File: src/rtl/aud_tx_pkg.sv
package aud_tx_pkg;
    typedef enum logic [1:0] {
        MD_I2S = 2'b00,
        MD_LJ  = 2'b01,
        MD_RJ1 = 2'b10,
        MD_RJ  = 2'b11
    } aud_mode_e;
endpackage

File: src/rtl/aud_bclk_div.sv
module aud_bclk_div #(
    parameter int DIV_LO = 4,
    parameter int DIV_HI = 6
) (
    input  logic clk,
    input  logic rst_n,
    input  logic ratio_hi,
    input  logic launch_fall,
    output logic tick,
    output logic bclk
);
    localparam int CW = $clog2(DIV_HI);

    logic [CW-1:0] div_q, div_d, last, half;

    always_comb begin
        last  = ratio_hi ? CW'(DIV_HI - 1) : CW'(DIV_LO - 1);
        half  = ratio_hi ? CW'(DIV_HI / 2) : CW'(DIV_LO / 2);
        tick  = (div_q >= last);
        div_d = tick ? '0 : div_q + 1'b1;
    end

    always_ff @(posedge clk) begin
        if (!rst_n) begin
            div_q <= last;
            bclk  <= 1'b0;
        end else begin
            div_q <= div_d;
            bclk  <= (div_d >= half) ^ ~launch_fall;
        end
    end

    AST_LAUNCH_LEVEL: assert property (@(posedge clk) disable iff (!rst_n)
        tick |=> (bclk == !$past(launch_fall)));
    AST_TICK_SPACING: assert property (@(posedge clk) disable iff (!rst_n)
        tick |=> !tick);
endmodule

File: src/rtl/aud_frame_seq.sv
module aud_frame_seq #(
    parameter int FIELD_W = 32,
    parameter int WIN     = 8,
    localparam int PW     = $clog2(FIELD_W)
) (
    input  logic          clk,
    input  logic          rst_n,
    input  logic          tick,
    output logic          nxt_left,
    output logic [PW-1:0] nxt_pos,
    output logic          win,
    output logic          lrck
);
    typedef enum logic {FR_LEFT, FR_RIGHT} fr_e;

    fr_e           fr_q, fr_d;
    logic [PW-1:0] pos_q;
    logic          field_end;

    always_comb begin
        field_end = (pos_q == PW'(FIELD_W - 1));
        nxt_pos   = field_end ? '0 : pos_q + 1'b1;
        fr_d      = fr_q;
        unique case (fr_q)
            FR_LEFT:  if (tick && field_end) fr_d = FR_RIGHT;
            FR_RIGHT: if (tick && field_end) fr_d = FR_LEFT;
        endcase
        nxt_left = (fr_d == FR_LEFT);
        win      = (fr_q == FR_RIGHT) && (pos_q >= PW'(FIELD_W - WIN)) && !field_end;
    end

    // state register
    always_ff @(posedge clk) begin
        if (!rst_n) begin
            fr_q  <= FR_RIGHT;
            pos_q <= PW'(FIELD_W - 1);
        end else if (tick) begin
            fr_q  <= fr_d;
            pos_q <= nxt_pos;
        end
    end

    // outputs
    always_ff @(posedge clk) begin
        if (!rst_n)    lrck <= 1'b0;
        else if (tick) lrck <= nxt_left;
    end

    AST_LEFT_START: assert property (@(posedge clk) disable iff (!rst_n)
        (tick && fr_q == FR_RIGHT && field_end) |=> lrck);
    AST_LRCK_QUIET: assert property (@(posedge clk) disable iff (!rst_n)
        !tick |=> $stable(lrck));
    AST_WIN_IN_RIGHT: assert property (@(posedge clk) disable iff (!rst_n)
        win |-> !lrck);
endmodule

File: src/rtl/aud_sample_hold.sv
module aud_sample_hold #(
    parameter int WORD_W = 16
) (
    input  logic              clk,
    input  logic              rst_n,
    input  logic              win,
    input  logic              s_valid,
    output logic              s_ready,
    input  logic [WORD_W-1:0] s_left,
    input  logic [WORD_W-1:0] s_right,
    output logic [WORD_W-1:0] hold_l,
    output logic [WORD_W-1:0] hold_r
);
    typedef enum logic {HS_WAIT, HS_FULL} hs_e;

    hs_e  hs_q, hs_d;
    logic take;

    always_comb begin
        s_ready = win && (hs_q == HS_WAIT);
        take    = s_valid && s_ready;
        hs_d    = hs_q;
        unique case (hs_q)
            HS_WAIT: if (take) hs_d = HS_FULL;
            HS_FULL: if (!win) hs_d = HS_WAIT;
        endcase
    end

    always_ff @(posedge clk) begin
        if (!rst_n) hs_q <= HS_WAIT;
        else        hs_q <= hs_d;
    end

    always_ff @(posedge clk) begin
        if (!rst_n) begin
            hold_l <= '0;
            hold_r <= '0;
        end else if (take) begin
            hold_l <= s_left;
            hold_r <= s_right;
        end
    end

    AST_READY_WINDOW: assert property (@(posedge clk) disable iff (!rst_n)
        s_ready |-> win);
    AST_ONE_PER_FRAME: assert property (@(posedge clk) disable iff (!rst_n)
        (s_valid && s_ready) |=> !s_ready);
    AST_HOLD_KEPT: assert property (@(posedge clk) disable iff (!rst_n)
        !(s_valid && s_ready) |=> ($stable(hold_l) && $stable(hold_r)));
endmodule

File: src/rtl/aud_word_shift.sv
module aud_word_shift
    import aud_tx_pkg::*;
#(
    parameter int WORD_W  = 16,
    parameter int FIELD_W = 32,
    localparam int PW     = $clog2(FIELD_W)
) (
    input  logic              clk,
    input  logic              rst_n,
    input  logic              tick,
    input  logic [1:0]        mode,
    input  logic              nxt_left,
    input  logic [PW-1:0]     nxt_pos,
    input  logic [WORD_W-1:0] hold_l,
    input  logic [WORD_W-1:0] hold_r,
    output logic              sdata,
    output logic              wclk
);
    localparam int CW = $clog2(WORD_W + 1);
    localparam int RJ_START = FIELD_W - WORD_W;

    typedef enum logic {SH_QUIET, SH_SHIFT} sh_e;

    aud_mode_e         md;
    sh_e               sh_q, sh_d;
    logic [WORD_W-1:0] sr_q, word;
    logic [CW-1:0]     cnt_q;
    logic [PW-1:0]     msb_pos;
    logic              load, wclk_d;

    always_comb begin
        md = aud_mode_e'(mode);
        unique case (md)
            MD_LJ: begin
                msb_pos = '0;
                wclk_d  = (nxt_pos < PW'(WORD_W));
            end
            MD_I2S: begin
                msb_pos = PW'(1);
                wclk_d  = (nxt_pos >= PW'(1)) && (nxt_pos <= PW'(WORD_W));
            end
            MD_RJ: begin
                msb_pos = PW'(RJ_START);
                wclk_d  = (nxt_pos >= PW'(RJ_START));
            end
            MD_RJ1: begin
                msb_pos = PW'(RJ_START + 1);
                wclk_d  = (nxt_pos == PW'(RJ_START));
            end
        endcase
        load = tick && (nxt_pos == msb_pos);
        word = nxt_left ? hold_l : hold_r;
        sh_d = sh_q;
        unique case (sh_q)
            SH_QUIET: if (load) sh_d = SH_SHIFT;
            SH_SHIFT: if (!load && tick && cnt_q == '0) sh_d = SH_QUIET;
        endcase
    end

    // state register
    always_ff @(posedge clk) begin
        if (!rst_n) sh_q <= SH_QUIET;
        else        sh_q <= sh_d;
    end

    // outputs and shifter
    always_ff @(posedge clk) begin
        if (!rst_n) begin
            sr_q  <= '0;
            cnt_q <= '0;
            sdata <= 1'b0;
            wclk  <= 1'b0;
        end else if (tick) begin
            wclk <= wclk_d;
            if (load) begin
                sdata <= word[WORD_W-1];
                sr_q  <= word << 1;
                cnt_q <= CW'(WORD_W - 1);
            end else if (sh_q == SH_SHIFT && cnt_q != '0) begin
                sdata <= sr_q[WORD_W-1];
                sr_q  <= sr_q << 1;
                cnt_q <= cnt_q - 1'b1;
            end else begin
                sdata <= 1'b0;
            end
        end
    end

    AST_QUIET_LOW: assert property (@(posedge clk) disable iff (!rst_n)
        (sh_q == SH_QUIET) |-> !sdata);
    AST_DATA_ON_LAUNCH: assert property (@(posedge clk) disable iff (!rst_n)
        !tick |=> ($stable(sdata) && $stable(wclk)));
    AST_PULSE_ONE_SLOT: assert property (@(posedge clk) disable iff (!rst_n)
        (md == MD_RJ1 && wclk && tick) |=> !wclk);
endmodule

File: src/rtl/audio_ser_tx.sv
module audio_ser_tx #(
    parameter int WORD_W  = 16,
    parameter int FIELD_W = 32,
    parameter int WIN     = 8,
    parameter int DIV_LO  = 4,
    parameter int DIV_HI  = 6
) (
    input  logic              clk,
    input  logic              rst_n,
    input  logic              ratio_384,
    input  logic              launch_fall,
    input  logic [1:0]        mode,
    input  logic              s_valid,
    output logic              s_ready,
    input  logic [WORD_W-1:0] s_left,
    input  logic [WORD_W-1:0] s_right,
    output logic              bclk,
    output logic              lrck,
    output logic              wclk,
    output logic              sdata
);
    localparam int PW = $clog2(FIELD_W);

    logic              tick, nxt_left, win;
    logic [PW-1:0]     nxt_pos;
    logic [WORD_W-1:0] hold_l, hold_r;

    aud_bclk_div #(.DIV_LO(DIV_LO), .DIV_HI(DIV_HI)) u_div (
        .clk(clk), .rst_n(rst_n), .ratio_hi(ratio_384),
        .launch_fall(launch_fall), .tick(tick), .bclk(bclk)
    );

    aud_frame_seq #(.FIELD_W(FIELD_W), .WIN(WIN)) u_seq (
        .clk(clk), .rst_n(rst_n), .tick(tick), .nxt_left(nxt_left),
        .nxt_pos(nxt_pos), .win(win), .lrck(lrck)
    );

    aud_sample_hold #(.WORD_W(WORD_W)) u_hold (
        .clk(clk), .rst_n(rst_n), .win(win), .s_valid(s_valid),
        .s_ready(s_ready), .s_left(s_left), .s_right(s_right),
        .hold_l(hold_l), .hold_r(hold_r)
    );

    aud_word_shift #(.WORD_W(WORD_W), .FIELD_W(FIELD_W)) u_shift (
        .clk(clk), .rst_n(rst_n), .tick(tick), .mode(mode),
        .nxt_left(nxt_left), .nxt_pos(nxt_pos), .hold_l(hold_l),
        .hold_r(hold_r), .sdata(sdata), .wclk(wclk)
    );

    AST_RESET_QUIET: assert property (@(posedge clk)
        !rst_n |=> (!bclk && !lrck && !wclk && !sdata));
endmodule

File: config.mk
export PLATFORM = sky130hd
export DESIGN_NAME = audio_ser_tx
export DESIGN_NICKNAME = d
export VERILOG_FILES = /design/src/rtl/aud_tx_pkg.sv /design/src/rtl/aud_bclk_div.sv /design/src/rtl/aud_frame_seq.sv /design/src/rtl/aud_sample_hold.sv /design/src/rtl/aud_word_shift.sv /design/src/rtl/audio_ser_tx.sv
export SDC_FILE = /design/constraint.sdc
export NUM_CORES = 1
export LEC_CHECK = 0
export ABC_CLOCK_PERIOD_IN_PS = 4500
export BUFFER_PORTS_ARGS = -buffer_cell sky130_fd_sc_hd__buf_4
export CAP_MARGIN = 20
export CORE_MARGIN = 3
export CORE_UTILIZATION = 47
export DETAILED_ROUTE_END_ITERATION = 8
export GPL_ROUTABILITY_DRIVEN = 0
export MAX_ROUTING_LAYER = met4
export PLACE_DENSITY = 0.65
export SETUP_SLACK_MARGIN = 0.3
export SLEW_MARGIN = 20
export SYNTH_ARGS = -nofsm -noshare
export SYNTH_HDL_FRONTEND = slang
export SYNTH_HIERARCHICAL = 1
export SYNTH_SLANG_ARGS = --single-unit
File: constraint.sdc
create_clock -name clk -period 4.5 [get_ports clk]
set_clock_uncertainty 0.1 [all_clocks]
set_input_delay 0.225 -clock clk [delete_from_list [all_inputs] [get_ports clk]]
set_output_delay 0.225 -clock clk [all_outputs]
set_load 0.01 [all_outputs]
==> results.md <==
* Initial antenna violation count at 0
* Initial Util at 49.4%
* Largest stage delay on the critical path at 590 ps
* Worst rel slew slack at 30.9%
* Fillers at 593
* Global route hottest layer: met2
* Rows at 29
* First-pass GRT wire length at 10.7 mm
* Yosys warns at 6
* CP required at 4630 ps
* Storage cell area at 1340 µm²
* # hold bufs at CTS at 0
* Worst EP arrival at 3380 ps
* Post-CTS sizing at 0
* Top cell family by delay on the critical path: simple AND/OR/NAND/NOR gates
* Fmax at 308 MHz
* Ys async rst share at 0%
* Clock transition at path regs at 70 ps
* Nature of the critical path endpoint: flip-flop
* Clock net sink count at 67
* Final hold violation count at 0
* Total GRT Usage at 18.2%
* Buf/Inv on CP at 1
* Crit start category: flip-flop
* Remaining antenna violation count at 0
* Power Density at 555 nW/µm²
* Sequential share of the synthesized area at 42.0%
* Max Cap Violations at 0
* Routing usage on met3 at 6.15%
* Inst Count DP at 453
* Syn Area/Cell at 8.97 µm²
* Std-Cell Core Area at 6460 µm²
* Most frequent cells in the layout: nand2_1 (102), dfxtp_1 (67), buf_4 (44)
* Via density at 5.20
* ANT cells at 0
* Distinct cell type count after synthesis at 48
* Vias at 2445
* Share of layout cells above drive strength 1 at 21.9%
* Syn_nets at 403
* Final Max Slew Viols at 0
* Tmin final at 3250 ps
* Worst-margin pin slew at 1040 ps
* Die Span Y at 88.4 µm
* H-tree levels at 3
* Synth Cell Area at 3190 µm²
* Count of state elements after synthesis at 67
* Most common cell after layout, fill and taps aside: nand2_1
* IO Pins at 44
* Finished Layout Cells at 470
* Worst IR drop on VDD at 0.285 mV
* Layout area overhead at 15.5%
* Met2 usage at 27.7%
* EDFF count, synth at 0
* Largest buffer count on any clock path at 2
* WL per Instance at 13.8 µm
* Chip Width at 88.4 µm
* Post-synth top flop: dfxtp_1
* Unrepaired setup endpoints after global routing: no
* Die ar. at 7820 µm²
* DRT iter0 DRCs at 146
* Post-CTS Setup Inserts at 0
* GR Layer Usage met1 at 22.7%
* Port-buffer cells at 43
* Grt ovf at 0
* P_leak at 1.51 nW
* # DRC at 0
* Detailed Place HPWL at 3.98 mm
* Inserted Clock Buffers at 9
* Clock Latency Late Sink at 340 ps
* Vias in the first global route at 2298
* Worst-path fanout max at 22
* Final WL at 6.49 mm
* Slowest cell on the critical path: nand4_1
* Pre-antenna DRT Iters at 4
* Hold Path Class: primary input to flip-flop
* Final period utilization at 72.2%
* Largest net degree at the start of global routing at 103
* CP cell instances: ha_1 > and3_1 > ha_1 > nor2b_1 > nor3_1 > nand4_1 > buf_4 > and3_1 > o21a_1
* Multi-input gate area at 1650 µm²
* Status: finished, final reports clean
* Final setup violation count at 0
* Syn Inst Count at 356
* Nets at 435
* CTS tree: built
* Root Buffer: clkbuf_8
* Worst Setup Path Type: flip-flop to flip-flop
* Setup tns final at 0 ps
[path summary, 6_finish.rpt]
path / startpoint / to / slack [ps] / depth (start not counted)
max reg2reg: u_seq/pos_q[0] / u_shift/sr_q[1] / 1250 / 9
min: s_valid / u_hold/hs_q / 20 / 2
max: u_seq/pos_q[0] / u_shift/sr_q[1] / 1250 / 9
min reg2reg: u_shift/cnt_q[4] / u_shift/cnt_q[4] / 340 / 2
[layer usage]
metal | up-vias | routed length [µm]
met1 | 1123 | 3200
met3 | 5 | 270
met2 | 45 | 2970
met5 | - | 0
met4 | 0 | 46
li1 | 1272 | -
[flip-flops by register name, indices dropped and copies added (netlist names)]
name / flops
u_div/bclk: 1
u_seq/fr_q: 1
u_seq/lrck: 1
u_seq/pos_q: 5
u_hold/hold_r: 16
u_hold/hs_q: 1
u_shift/wclk: 1
u_shift/sr_q: 15
u_shift/sdata: 1
u_shift/sh_q: 1
u_div/div_q: 3
u_shift/cnt_q: 5
u_hold/hold_l: 16
[cell usage after synthesis, drive strengths merged, types with 2 or more instances]
library cell,n,area [µm²]
nand2,104,395
and3,5,32.5
buf,15,141
a21oi,4,23.8
nor2b,2,12.5
xnor2,3,26.3
o211ai,2,15.0
inv,7,28.8
mux2i,35,350
and2,2,15.0
o22ai,2,12.5
nor2,7,26.3
clkbuf,9,33.8
ha,8,100
a31oi,15,93.8
nand3,5,25.0
mux2,14,158
dfxtp,67,1340
a21boi,5,37.5
xor2,6,60.1
nand2b,2,12.5
o21ai,19,95.1
nor3,2,10.0
[power breakdown]
group          switching (mW)  internal (mW)
Clock                   0.219          0.342
Combinational           0.355          0.328
Sequential             0.0778          0.724
[worst register-to-register path, delay by kind of cell (launching register included)]
| family | cells | cell delay [ps] |
|---|---|---|
| AO/OA/AOI/OAI | 1 | 180 |
| adder cells (fa/ha/maj) | 2 | 570 |
| buffers and inverters | 1 | 440 |
| flip-flops | 1 | 400 |
| AND/OR/NAND/NOR | 5 | 1480 |
[through the flow]
stage | setup slack (ps) | hold WS (ps) | total power [mW] | util (%) | cell area, µm²
finish | 1250 | 20.3 | 2.05 | 57.1 | 3690
global route | 1100 | 5.06 | 2.17 | 57.1 | 3690
CTS | 1300 | 2.64 | 2.05 | 56.9 | 3670
detailed placement | 1410 | 328 | 1.47 | 53.3 | 3440
global placement | 1470 | 327 | 1.46 | 53.3 | 3440
floorplan | 1890 | 187 | 1.38 | - | 3190
[final cells by class]
type	instances	area share, %
tap	77	2.61
clock inverter	4	1.97
sequential	67	36.4
multi-input combinational	258	44.7
timing repair buffer	45	9.37
clock buffer	12	4.21
inverter	7	0.780
[cell families (layout without fill, tap and decap cells)]
group / after synthesis / count (layout) / synth area share [%]
DFF: 67 / 67 / 42.0
and+or+nand+nor: 136 / 136 / 18.5
adders and majority gates: 8 / 8 / 3.14
AOI/OAI and AO/OA: 56 / 56 / 11.3
buffers and inverters: 31 / 68 / 6.39
muxes: 49 / 49 / 15.9
xor gates and xnor gates: 9 / 9 / 2.71
No activity file was read; power rests on OpenSTA's default activity.
